File: config.mk
export PLATFORM = sky130hd
export DESIGN_NAME = wdog_escalate
export DESIGN_NICKNAME = d
export VERILOG_FILES = /design/src/rtl/wdog_pkg.sv /design/src/rtl/wdog_cfg_regs.sv /design/src/rtl/wdog_counter.sv /design/src/rtl/wdog_irq_status.sv /design/src/rtl/wdog_escalate.sv
export SDC_FILE = /design/constraint.sdc
export NUM_CORES = 1
export LEC_CHECK = 0
export ABC_AREA = 1
export BUFFER_PORTS_ARGS = -buffer_cell sky130_fd_sc_hd__buf_4
export CAP_MARGIN = 20
export CORE_UTILIZATION = 25
export CTS_CLUSTER_SIZE = 20
export DETAILED_ROUTE_END_ITERATION = 16
export PLACE_DENSITY = 0.45
export SLEW_MARGIN = 20
export SYNTH_ARGS = -nofsm -noshare
export SYNTH_HDL_FRONTEND = slang
export SYNTH_SLANG_ARGS = --single-unit
File: constraint.sdc
create_clock -name clk -period 4.4 [get_ports clk]
set_input_delay 0.44 -clock clk [delete_from_list [all_inputs] [get_ports clk]]
set_output_delay 0.44 -clock clk [all_outputs]
set_load 0.02 [all_outputs]
File: src/rtl/wdog_pkg.sv
// Package: shared register addresses and key constant for the escalation watchdog.
// Assumes a 3-bit register address and 4-bit keys.
package wdog_pkg;
    localparam logic [3:0] KEY_ARMED = 4'hA;

    localparam logic [2:0] A_CFG     = 3'd0;
    localparam logic [2:0] A_PRELOAD = 3'd1;
    localparam logic [2:0] A_COUNT   = 3'd2;
    localparam logic [2:0] A_SETV    = 3'd3;
    localparam logic [2:0] A_CLRV    = 3'd4;

    typedef struct packed {
        logic [3:0] free_key;
        logic [3:0] en_key;
    } wdog_cfg_t;
endpackage

File: src/rtl/wdog_cfg_regs.sv
// Config and preload registers.
// Writes are dropped while the lock input is high.
// Reset by power-on reset only.
// Decodes both keys into single-bit qualifiers.
module wdog_cfg_regs
    import wdog_pkg::*;
#(
    parameter int DATA_W      = 32,
    parameter int CNT_W       = 32,
    parameter int PRELOAD_RST = 32'hFFFF
) (
    input  logic              clk,
    input  logic              por_n,
    input  logic              lock,
    input  logic              we,
    input  logic [2:0]        addr,
    input  logic [DATA_W-1:0] wdata,
    output wdog_cfg_t         cfg,
    output logic [CNT_W-1:0]  preload,
    output logic              wd_on,
    output logic              free_on
);
    wdog_cfg_t        cfg_q;
    logic [CNT_W-1:0] pre_q;
    logic             wr_ok;

    assign wr_ok = we && !lock;

    // Config register: key write under lock.
    always_ff @(posedge clk) begin
        if (!por_n)
            cfg_q <= '{free_key: 4'h0, en_key: KEY_ARMED};
        else if (wr_ok && addr == A_CFG)
            cfg_q <= wdog_cfg_t'(wdata[7:0]);
    end

    // Preload register: value write under lock.
    always_ff @(posedge clk) begin
        if (!por_n)
            pre_q <= CNT_W'(PRELOAD_RST);
        else if (wr_ok && addr == A_PRELOAD)
            pre_q <= wdata[CNT_W-1:0];
    end

    assign cfg     = cfg_q;
    assign preload = pre_q;
    assign wd_on   = (cfg_q.en_key == KEY_ARMED);
    assign free_on = (cfg_q.free_key == KEY_ARMED);

    AST_LOCK_CFG: assert property (@(posedge clk) disable iff (!por_n)
        (lock && we) |=> $stable(cfg_q)) else $error("lock cfg");
    AST_LOCK_PRE: assert property (@(posedge clk) disable iff (!por_n)
        (lock && we) |=> $stable(pre_q)) else $error("lock preload");
endmodule

File: src/rtl/wdog_counter.sv
// Down-counter with reload.
// Reloads while idle or disabled, freezes under debug suspend unless free-run is armed,
// and saturates at zero.
// rst_n combines the power-on and warm resets.
module wdog_counter #(
    parameter int CNT_W   = 32,
    parameter int CNT_RST = 32'hFFFF
) (
    input  logic             clk,
    input  logic             rst_n,
    input  logic             wd_on,
    input  logic             free_on,
    input  logic             err_act,
    input  logic             dbg_susp,
    input  logic [CNT_W-1:0] preload,
    output logic [CNT_W-1:0] count,
    output logic             expire
);
    logic [CNT_W-1:0] cnt_q;
    logic             armed;
    logic             frozen;

    assign armed  = wd_on && err_act;
    assign frozen = dbg_susp && !free_on;

    // Count register: reload, hold or decrement.
    always_ff @(posedge clk) begin
        if (!rst_n)
            cnt_q <= CNT_W'(CNT_RST);
        else if (!armed)
            cnt_q <= preload;
        else if (!frozen && cnt_q != '0)
            cnt_q <= cnt_q - 1'b1;
    end

    assign count  = cnt_q;
    assign expire = armed && (cnt_q == '0);

    AST_RELOAD: assert property (@(posedge clk) disable iff (!rst_n)
        !(wd_on && err_act) |=> (cnt_q == $past(preload))) else $error("reload");
    AST_FREEZE: assert property (@(posedge clk) disable iff (!rst_n)
        (wd_on && err_act && dbg_susp && !free_on) |=> $stable(cnt_q)) else $error("freeze");
    AST_STEP: assert property (@(posedge clk) disable iff (!rst_n)
        (wd_on && err_act && !(dbg_susp && !free_on) && cnt_q != '0)
        |=> (cnt_q == $past(cnt_q) - 1'b1)) else $error("step");
endmodule

File: src/rtl/wdog_irq_status.sv
// Interrupt status bit.
// Set by expiry or a software set write; cleared by a software clear write.
// Expiry wins over a clear.
// Reset by power-on reset only.
module wdog_irq_status (
    input  logic clk,
    input  logic por_n,
    input  logic expire,
    input  logic sw_set,
    input  logic sw_clr,
    output logic irq
);
    logic irq_q;

    // Status flop: set has priority over clear.
    always_ff @(posedge clk) begin
        if (!por_n)
            irq_q <= 1'b0;
        else if (expire || sw_set)
            irq_q <= 1'b1;
        else if (sw_clr)
            irq_q <= 1'b0;
    end

    assign irq = irq_q;

    AST_EXPIRE_SETS: assert property (@(posedge clk) disable iff (!por_n)
        expire |=> irq_q) else $error("expire");
    AST_SW_SET: assert property (@(posedge clk) disable iff (!por_n)
        sw_set |=> irq_q) else $error("set");
    AST_SW_CLR: assert property (@(posedge clk) disable iff (!por_n)
        (sw_clr && !expire && !sw_set) |=> !irq_q) else $error("clear");
endmodule

File: src/rtl/wdog_escalate.sv
// Top of the keyed escalation watchdog.
// Ties the config registers, the counter and the status bit together,
// and provides the register read mux.
// Assumes synchronous active-low resets.
module wdog_escalate
    import wdog_pkg::*;
#(
    parameter int DATA_W      = 32,
    parameter int CNT_W       = 32,
    parameter int PRELOAD_RST = 32'hFFFF
) (
    input  logic              clk,
    input  logic              por_n,
    input  logic              warm_n,
    input  logic              err_act,
    input  logic              dbg_susp,
    input  logic              cfg_lock,
    input  logic              reg_we,
    input  logic [2:0]        reg_addr,
    input  logic [DATA_W-1:0] reg_wdata,
    output logic [DATA_W-1:0] reg_rdata,
    output logic              wd_irq
);
    wdog_cfg_t        cfg;
    logic [CNT_W-1:0] preload;
    logic [CNT_W-1:0] count;
    logic             wd_on;
    logic             free_on;
    logic             expire;
    logic             cnt_rst_n;
    logic             sw_set;
    logic             sw_clr;

    assign cnt_rst_n = por_n && warm_n;
    assign sw_set    = reg_we && reg_addr == A_SETV && reg_wdata[0];
    assign sw_clr    = reg_we && reg_addr == A_CLRV && reg_wdata[0];

    wdog_cfg_regs #(
        .DATA_W(DATA_W), .CNT_W(CNT_W), .PRELOAD_RST(PRELOAD_RST)
    ) u_cfg (
        .clk(clk), .por_n(por_n), .lock(cfg_lock), .we(reg_we),
        .addr(reg_addr), .wdata(reg_wdata), .cfg(cfg), .preload(preload),
        .wd_on(wd_on), .free_on(free_on)
    );

    wdog_counter #(
        .CNT_W(CNT_W), .CNT_RST(PRELOAD_RST)
    ) u_cnt (
        .clk(clk), .rst_n(cnt_rst_n), .wd_on(wd_on), .free_on(free_on),
        .err_act(err_act), .dbg_susp(dbg_susp), .preload(preload),
        .count(count), .expire(expire)
    );

    wdog_irq_status u_irq (
        .clk(clk), .por_n(por_n), .expire(expire),
        .sw_set(sw_set), .sw_clr(sw_clr), .irq(wd_irq)
    );

    // Read mux: both status views return the same bit.
    always_comb begin
        reg_rdata = '0;
        case (reg_addr)
            A_CFG:           reg_rdata = DATA_W'(cfg);
            A_PRELOAD:       reg_rdata = DATA_W'(preload);
            A_COUNT:         reg_rdata = DATA_W'(count);
            A_SETV, A_CLRV:  reg_rdata = DATA_W'(wd_irq);
            default:         reg_rdata = '0;
        endcase
    end

    AST_WARM_KEEPS_IRQ: assert property (@(posedge clk) disable iff (!por_n)
        (!warm_n && wd_irq) |=> wd_irq) else $error("warm irq");
endmodule

==> After elaboration in Yosys (flattened, before gate mapping) <==
Index checks and enable logic that the tools add are counted.
{ "op_classes": {"addsub": 1, "n_eq_ne": 7, "n_mux": 5, "reduce_logical": 21} }
{ "ops": {"columns": ["op", "count"], "rows": [
  ["case mux 32 bit (4 select lines)", 1],
  ["2-to-1 mux 32 bit", 2],
  ["zero test 32 bit", 1],
  ["nonzero test 32 bit", 1],
  ["subtractor 32 x 1 -> 32 bit (second input constant)", 1],
  ["logical AND 1 bit", 12],
  ["equality test 4 bit (second input constant)", 2],
  ["equality test 3 x 2 -> 1 bit (second input constant)", 2],
  ["equality test 3 x 1 -> 1 bit (second input constant)", 1],
  ["equality test 3 bit (second input constant)", 1],
  ["zero test 1 bit", 3],
  ["zero test 3 bit", 1],
  ["2-to-1 mux 1 bit", 2],
  ["inequality test 2 bit (second input constant)", 1],
  ["nonzero test 2 bit", 1],
  ["OR reduction 2 bit", 1],
  ["logical OR 1 bit", 1]
]} }
{ "totals": {"ff_bits": 73, "inputBits": 42, "output_inout_bits": 33, "wordCells": 39} }

==> Longest topological paths before layout <==
{ "logic_depth": {"depth_word": 7, "depth_mapped": 12, "ltp_nobuf": 12} }

==> Hierarchy <==
A second synthesis with hierarchy kept.
{ "unflattened": {"cells_unflattened": 788, "hier_area_um2": 4717.0} }
{ "by_module_without_submodules": {"columns": ["mod", "n_inst", "cells_per_inst", "area_each_um2", "seq_area_each_um2"], "rows": [
  ["wdog_counter", 1, 418, 2366.0, 640.6],
  ["wdog_cfg_regs", 1, 233, 1707.9, 800.8],
  ["wdog_escalate", 1, 131, 603.1, 0.0],
  ["wdog_irq_status", 1, 6, 40.0, 20.0]
]} }

==> Worst setup path before layout <==
Ideal clock, no wire load.
{ "synth_path": {"path_type": "in2out", "from": "input reg_addr[2]", "to": "output reg_rdata[16]", "t_arrival_ns": 1.439, "path_slack_ns": 2.521, "path_stages": 4, "n_path_buf": 1, "path_cell_list": "nor3_1 -> inv_1 -> clkbuf_1 -> o21ai_0"} }
{ "synth_between": {"elab_chain_len": 3, "elab_cells_between_ends": 7} }
{ "synth_lines": {"columns": ["element", "line_no", "rtl"], "rows": [
  ["start, declared", "wdog_escalate.sv:19", "input logic [2:0] reg_addr,"],
  ["equality test 3 x 2 -> 1 bit or equality test 3 bit (tied branches)", "wdog_escalate.sv:62", "case (reg_addr)"],
  ["OR reduction 2 bit", "wdog_escalate.sv:62", null],
  ["case mux 32 bit (4 select lines) (*)", "wdog_escalate.sv:62", null],
  ["end, declared", "wdog_escalate.sv:21", "output logic [DATA_W-1:0] reg_rdata,"]
]} }
Mark *: on every way between the ends. The rest lies on a longest branch, timed or not.

==> Worst setup path after layout <==
{ "layout_path": {"from": "register u_cfg.cfg_q (netlist bit u_cfg.cfg[0])", "to": "register u_cnt.cnt_q[28], in the netlist u_cnt.count[28]"} }
{ "layout_between": {"elab_chain_len": 3, "elab_cells_between_ends": 4} }
{ "layout_lines": {"columns": ["element", "line_no", "rtl"], "rows": [
  ["start, declared", "wdog_cfg_regs.sv:23", "wdog_cfg_t cfg_q;"],
  ["start signal, assigned", "wdog_cfg_regs.sv:32", "cfg_q <= '{free_key: 4'h0, en_key: KEY_ARMED};"],
  ["start signal, assigned", "wdog_cfg_regs.sv:34", "cfg_q <= wdog_cfg_t'(wdata[7:0]);"],
  ["equality test 4 bit (*)", "wdog_cfg_regs.sv:47", "assign wd_on = (cfg_q.en_key == KEY_ARMED);"],
  ["logical AND 1 bit (*)", "wdog_counter.sv:23", "assign armed = wd_on && err_act;"],
  ["inequality test 2 bit (no source line) or 2-to-1 mux 32 bit (tied branches)", null, null],
  ["end signal, assigned", "wdog_counter.sv:29", "cnt_q <= CNT_W'(CNT_RST);"],
  ["end signal, assigned", "wdog_counter.sv:31", "cnt_q <= preload;"],
  ["end signal, assigned", "wdog_counter.sv:33", "cnt_q <= cnt_q - 1'b1;"],
  ["end, declared", "wdog_counter.sv:19", "logic [CNT_W-1:0] cnt_q;"]
]} }
Marks and branches as above.
A chain may end at the register's enable or synchronous reset.

==> out/metrics.yaml <==
r2r-end: "u_cnt.count[28]"
clk_pin_slew_ns: 0.06
fillers: 1848
ant_nets: 0
row_count: 47
dr_total_vias: 4454
seqCellArea_um2: 1460
areaGrowthSynthToFinish_pct: 23.4
utilization_pct: 31.5
fmax_ghz: 0.420
r2r_slack_ns: 2.02
finalHoldViolCount: 0
slew_headroom_pct: 35.9
combPwrFrac_pct: 15.9
die_y_um: 132
ys_ff_latch: 73
required_ns: 4.68
synth_compound_area_share_pct: 21.0
n_antenna_cell: 0
place_hpwl_mm: 10.2
hp-class: "input port to flop"
vdd_drop_max_mv: 0.173
report.final.slew_viol_count: 0
synthAdderAreaFrac_pct: 0.298
fin_worst_skew_ns: 0.00475
cp_max_fo: 42
power.share.sequential_pct: 41.6
reg2reg_from: "u_cfg.cfg[0]"
cts_sinks: 73
tritoncts: "yes"
tns_ns: 0
status: "complete, but fails checks"
power_mw: 1.69
cts_hold_buf: 0
startpoint: "u_cfg.cfg[0]"
setup_slack_ns: 2.02
grt.total_usage_pct: 16.8
multiInputGateArea_um2: 2270
routed_wl_mm: 14.3
arrival_ns: 2.66
synth.mux.area_fraction_pct: 0
critical_path.startpoint_type: "flop"
first_global_vias: 4324
io_buffers: 74
clock_latency_ns: 0.34
criticalPathCategory: "flop to flop"
clock-root-buffer: "clkbuf_16"
rsz0062_at_grt: "no"
power_density_nw_per_um2: 325
setup_viol: 0
grt_max_degree: 43
route.met3.wl_um: 703
p_int_mw: 1.22
drv_cap: 0
synth.avg_cell_area_um2: 6.38
p_switching_uw: 469
vias_per_cell: 4.75
synthCells: 658
cts_setup_buffers: 0
drc: 2
yosysWarnings: 0
nets: 757
core_um2: 16500
violations: "DRC"
netlist_area_um2: 4200
wl_met1_mm: 6.82
crit_path_end_kind: "flop"
tightest_slew_ns: 0.961
clockPowerShare_pct: 42.5
dr.first_iter.drc_count: 273
synth_top_family_by_area: "simple AND/OR/NAND/NOR gates"
drive_above_1_share_pct: 15.0
die-area_um2: 17300
instances_no_fill: 938
ys_types: 32
top_layer: "met4"
wire_per_inst_um: 15.2
gp_congestion: 0.818
overflow: 0
syn-num-nets: 701
dr.pass1.iters: 10
synth-xor-area-share_pct: 1.25
yosys.area_share.simple_pct: 31.6
cts_resized: 0
htreeDepth: 3
clockBufferDepth: 2
ios: 75
p_leak_nw: 2.39
cp-endpoint: "u_cnt.count[28]"
rr_worst_depth: 11
placed_cells: 923
finalCriticalPeriod_ns: 2.38
final.period_utilization_pct: 54.2
initial_core_util_pct: 25.5
grt_first_pass_wirelength_mm: 22.7
swShare_pct: 27.8
post-place-ws_ns: 1.78
yosysSeqAreaShare_pct: 34.8
grt_antenna_before_repair: 0
dr_wl_met2_mm: 6.43
cts_buffers: 9
die_x_um: 132
-- cell usage after synthesis --
cell type    n  area, um2
a21boi_0     1       7.51
a21oi_1     32        160
a22oi_1      1       7.51
a31oi_1      1       6.26
buf_1        2       7.51
buf_2       10       50.1
buf_4        2       15.0
buf_6        1       11.3
clkbuf_1    17       63.8
clkinv_1     1       3.75
dfxtp_1     73       1460
ha_1         1       12.5
inv_1       81        304
inv_2        3       11.3
nand2_1    162        608
nand2_2      5       31.3
nand2_4      2       22.5
nand3_1     45        225
nand3_2      3       30.0
nand4_1      5       31.3
nor2_1      82        308
nor2_2       3       18.8
nor2_8       2       40.0
nor3_1       1       5.00
o2111ai_1    1       8.76
o211ai_1    26        195
o21ai_0     47        235
o21ai_1     11       55.1
o221ai_1     7       61.3
o22ai_1     23        144
or2_2        1       6.26
xor2_1       6       52.6
-- layer usage --
layer / global-route usage [%] / up-vias
met5: 0 / -
met4: 7.88 / 0
met3: 2.85 / 20
met2: 26.5 / 127
met1: 22.1 / 2044
li1: - / 2263
-- how the worst min path moves through the flow --
stage                              to  cells past startpoint              start  slack [ns]
floorplan                u_cfg.cfg[0]                      2       u_cfg.cfg[0]        0.44
global placement    u_cfg.preload[28]                      2  u_cfg.preload[28]        0.46
detailed placement  u_cfg.preload[28]                      2  u_cfg.preload[28]        0.47
CTS                  u_cfg.preload[4]                      3       reg_wdata[4]        0.30
global route         u_cfg.preload[4]                      3       reg_wdata[4]        0.33
finish               u_cfg.preload[4]                      3       reg_wdata[4]        0.31
-- layout by cell type (no fill, tap or decap) --
cell type   synthesis  final
nand2_1           162    162
nor2_1             82     82
inv_1              81     81
buf_4               2     77
dfxtp_1            73     73
o21ai_0            47     47
nand3_1            45     45
a21oi_1            32     32
o211ai_1           26     26
o22ai_1            23     23
o21ai_1            11     11
clkbuf_16           0      9
o221ai_1            7      7
xor2_1              6      6
nand2_2             5      5
nand4_1             5      5
inv_2               3      3
nand3_2             3      3
nor2_2              3      3
clkbuf_1           17      3
nand2_4             2      2
nor2_8              2      2
nor3_1              1      1
o2111ai_1           1      1
clkinv_1            1      1
a31oi_1             1      1
or2_2               1      1
a22oi_1             1      1
a21boi_0            1      1
ha_1                1      1
clkinv_2            0      1
clkinvlp_4          0      1
bufinv_16           0      1
-- power by group through the flow --
stage	logic [mW]	registers, mW	clock network [mW]
after floorplan	0.175	0.710	0
after global placement	0.267	0.715	0
after detailed placement	0.270	0.716	0
after CTS	0.271	0.701	0.734
after global routing	0.298	0.705	0.758
final	0.268	0.702	0.717
-- worst max-delay path, cell delays in order, from the launching register on --
cell	delay [ns]
dfxtp_1	0.33
inv_1	0.06
nand2_1	0.05
nor2_1	0.04
nand3_2	0.05
buf_4	0.37
inv_2	0.23
nand2_2	0.74
nand2_1	0.16
nand2_1	0.10
nand2_1	0.05
nor2_1	0.11
-- sequential cells by signal (all words and copies together), names as in the netlist --
register       cells
u_cfg.preload     32
u_cnt.count       32
u_cfg.cfg          8
u_irq.irq          1
-- area by class of cell --
type	count	area share (%)
multi-input combinational	468	43.8
sequential	73	28.2
timing repair buffer	77	11.1
inverter	85	6.15
tap	220	5.31
clock buffer	12	4.56
clock inverter	3	0.820
-- through the flow --
step / area (um2) / hold slack [ns]
floorplan: 4200 / 0.444
global placement: 4910 / 0.461
detailed placement: 4910 / 0.467
CTS: 5180 / 0.304
global route: 5180 / 0.329
finish: 5180 / 0.313
-- kinds of logic after synthesis --
group                      after synthesis
adders and majority gates                1
and+or+nand+nor                        311
xor gates and xnor gates                 6
DFF                                     73
buffers and inverters                  117
AOI/OAI and AO/OA                      150
(Power assumes the default switching activity.)
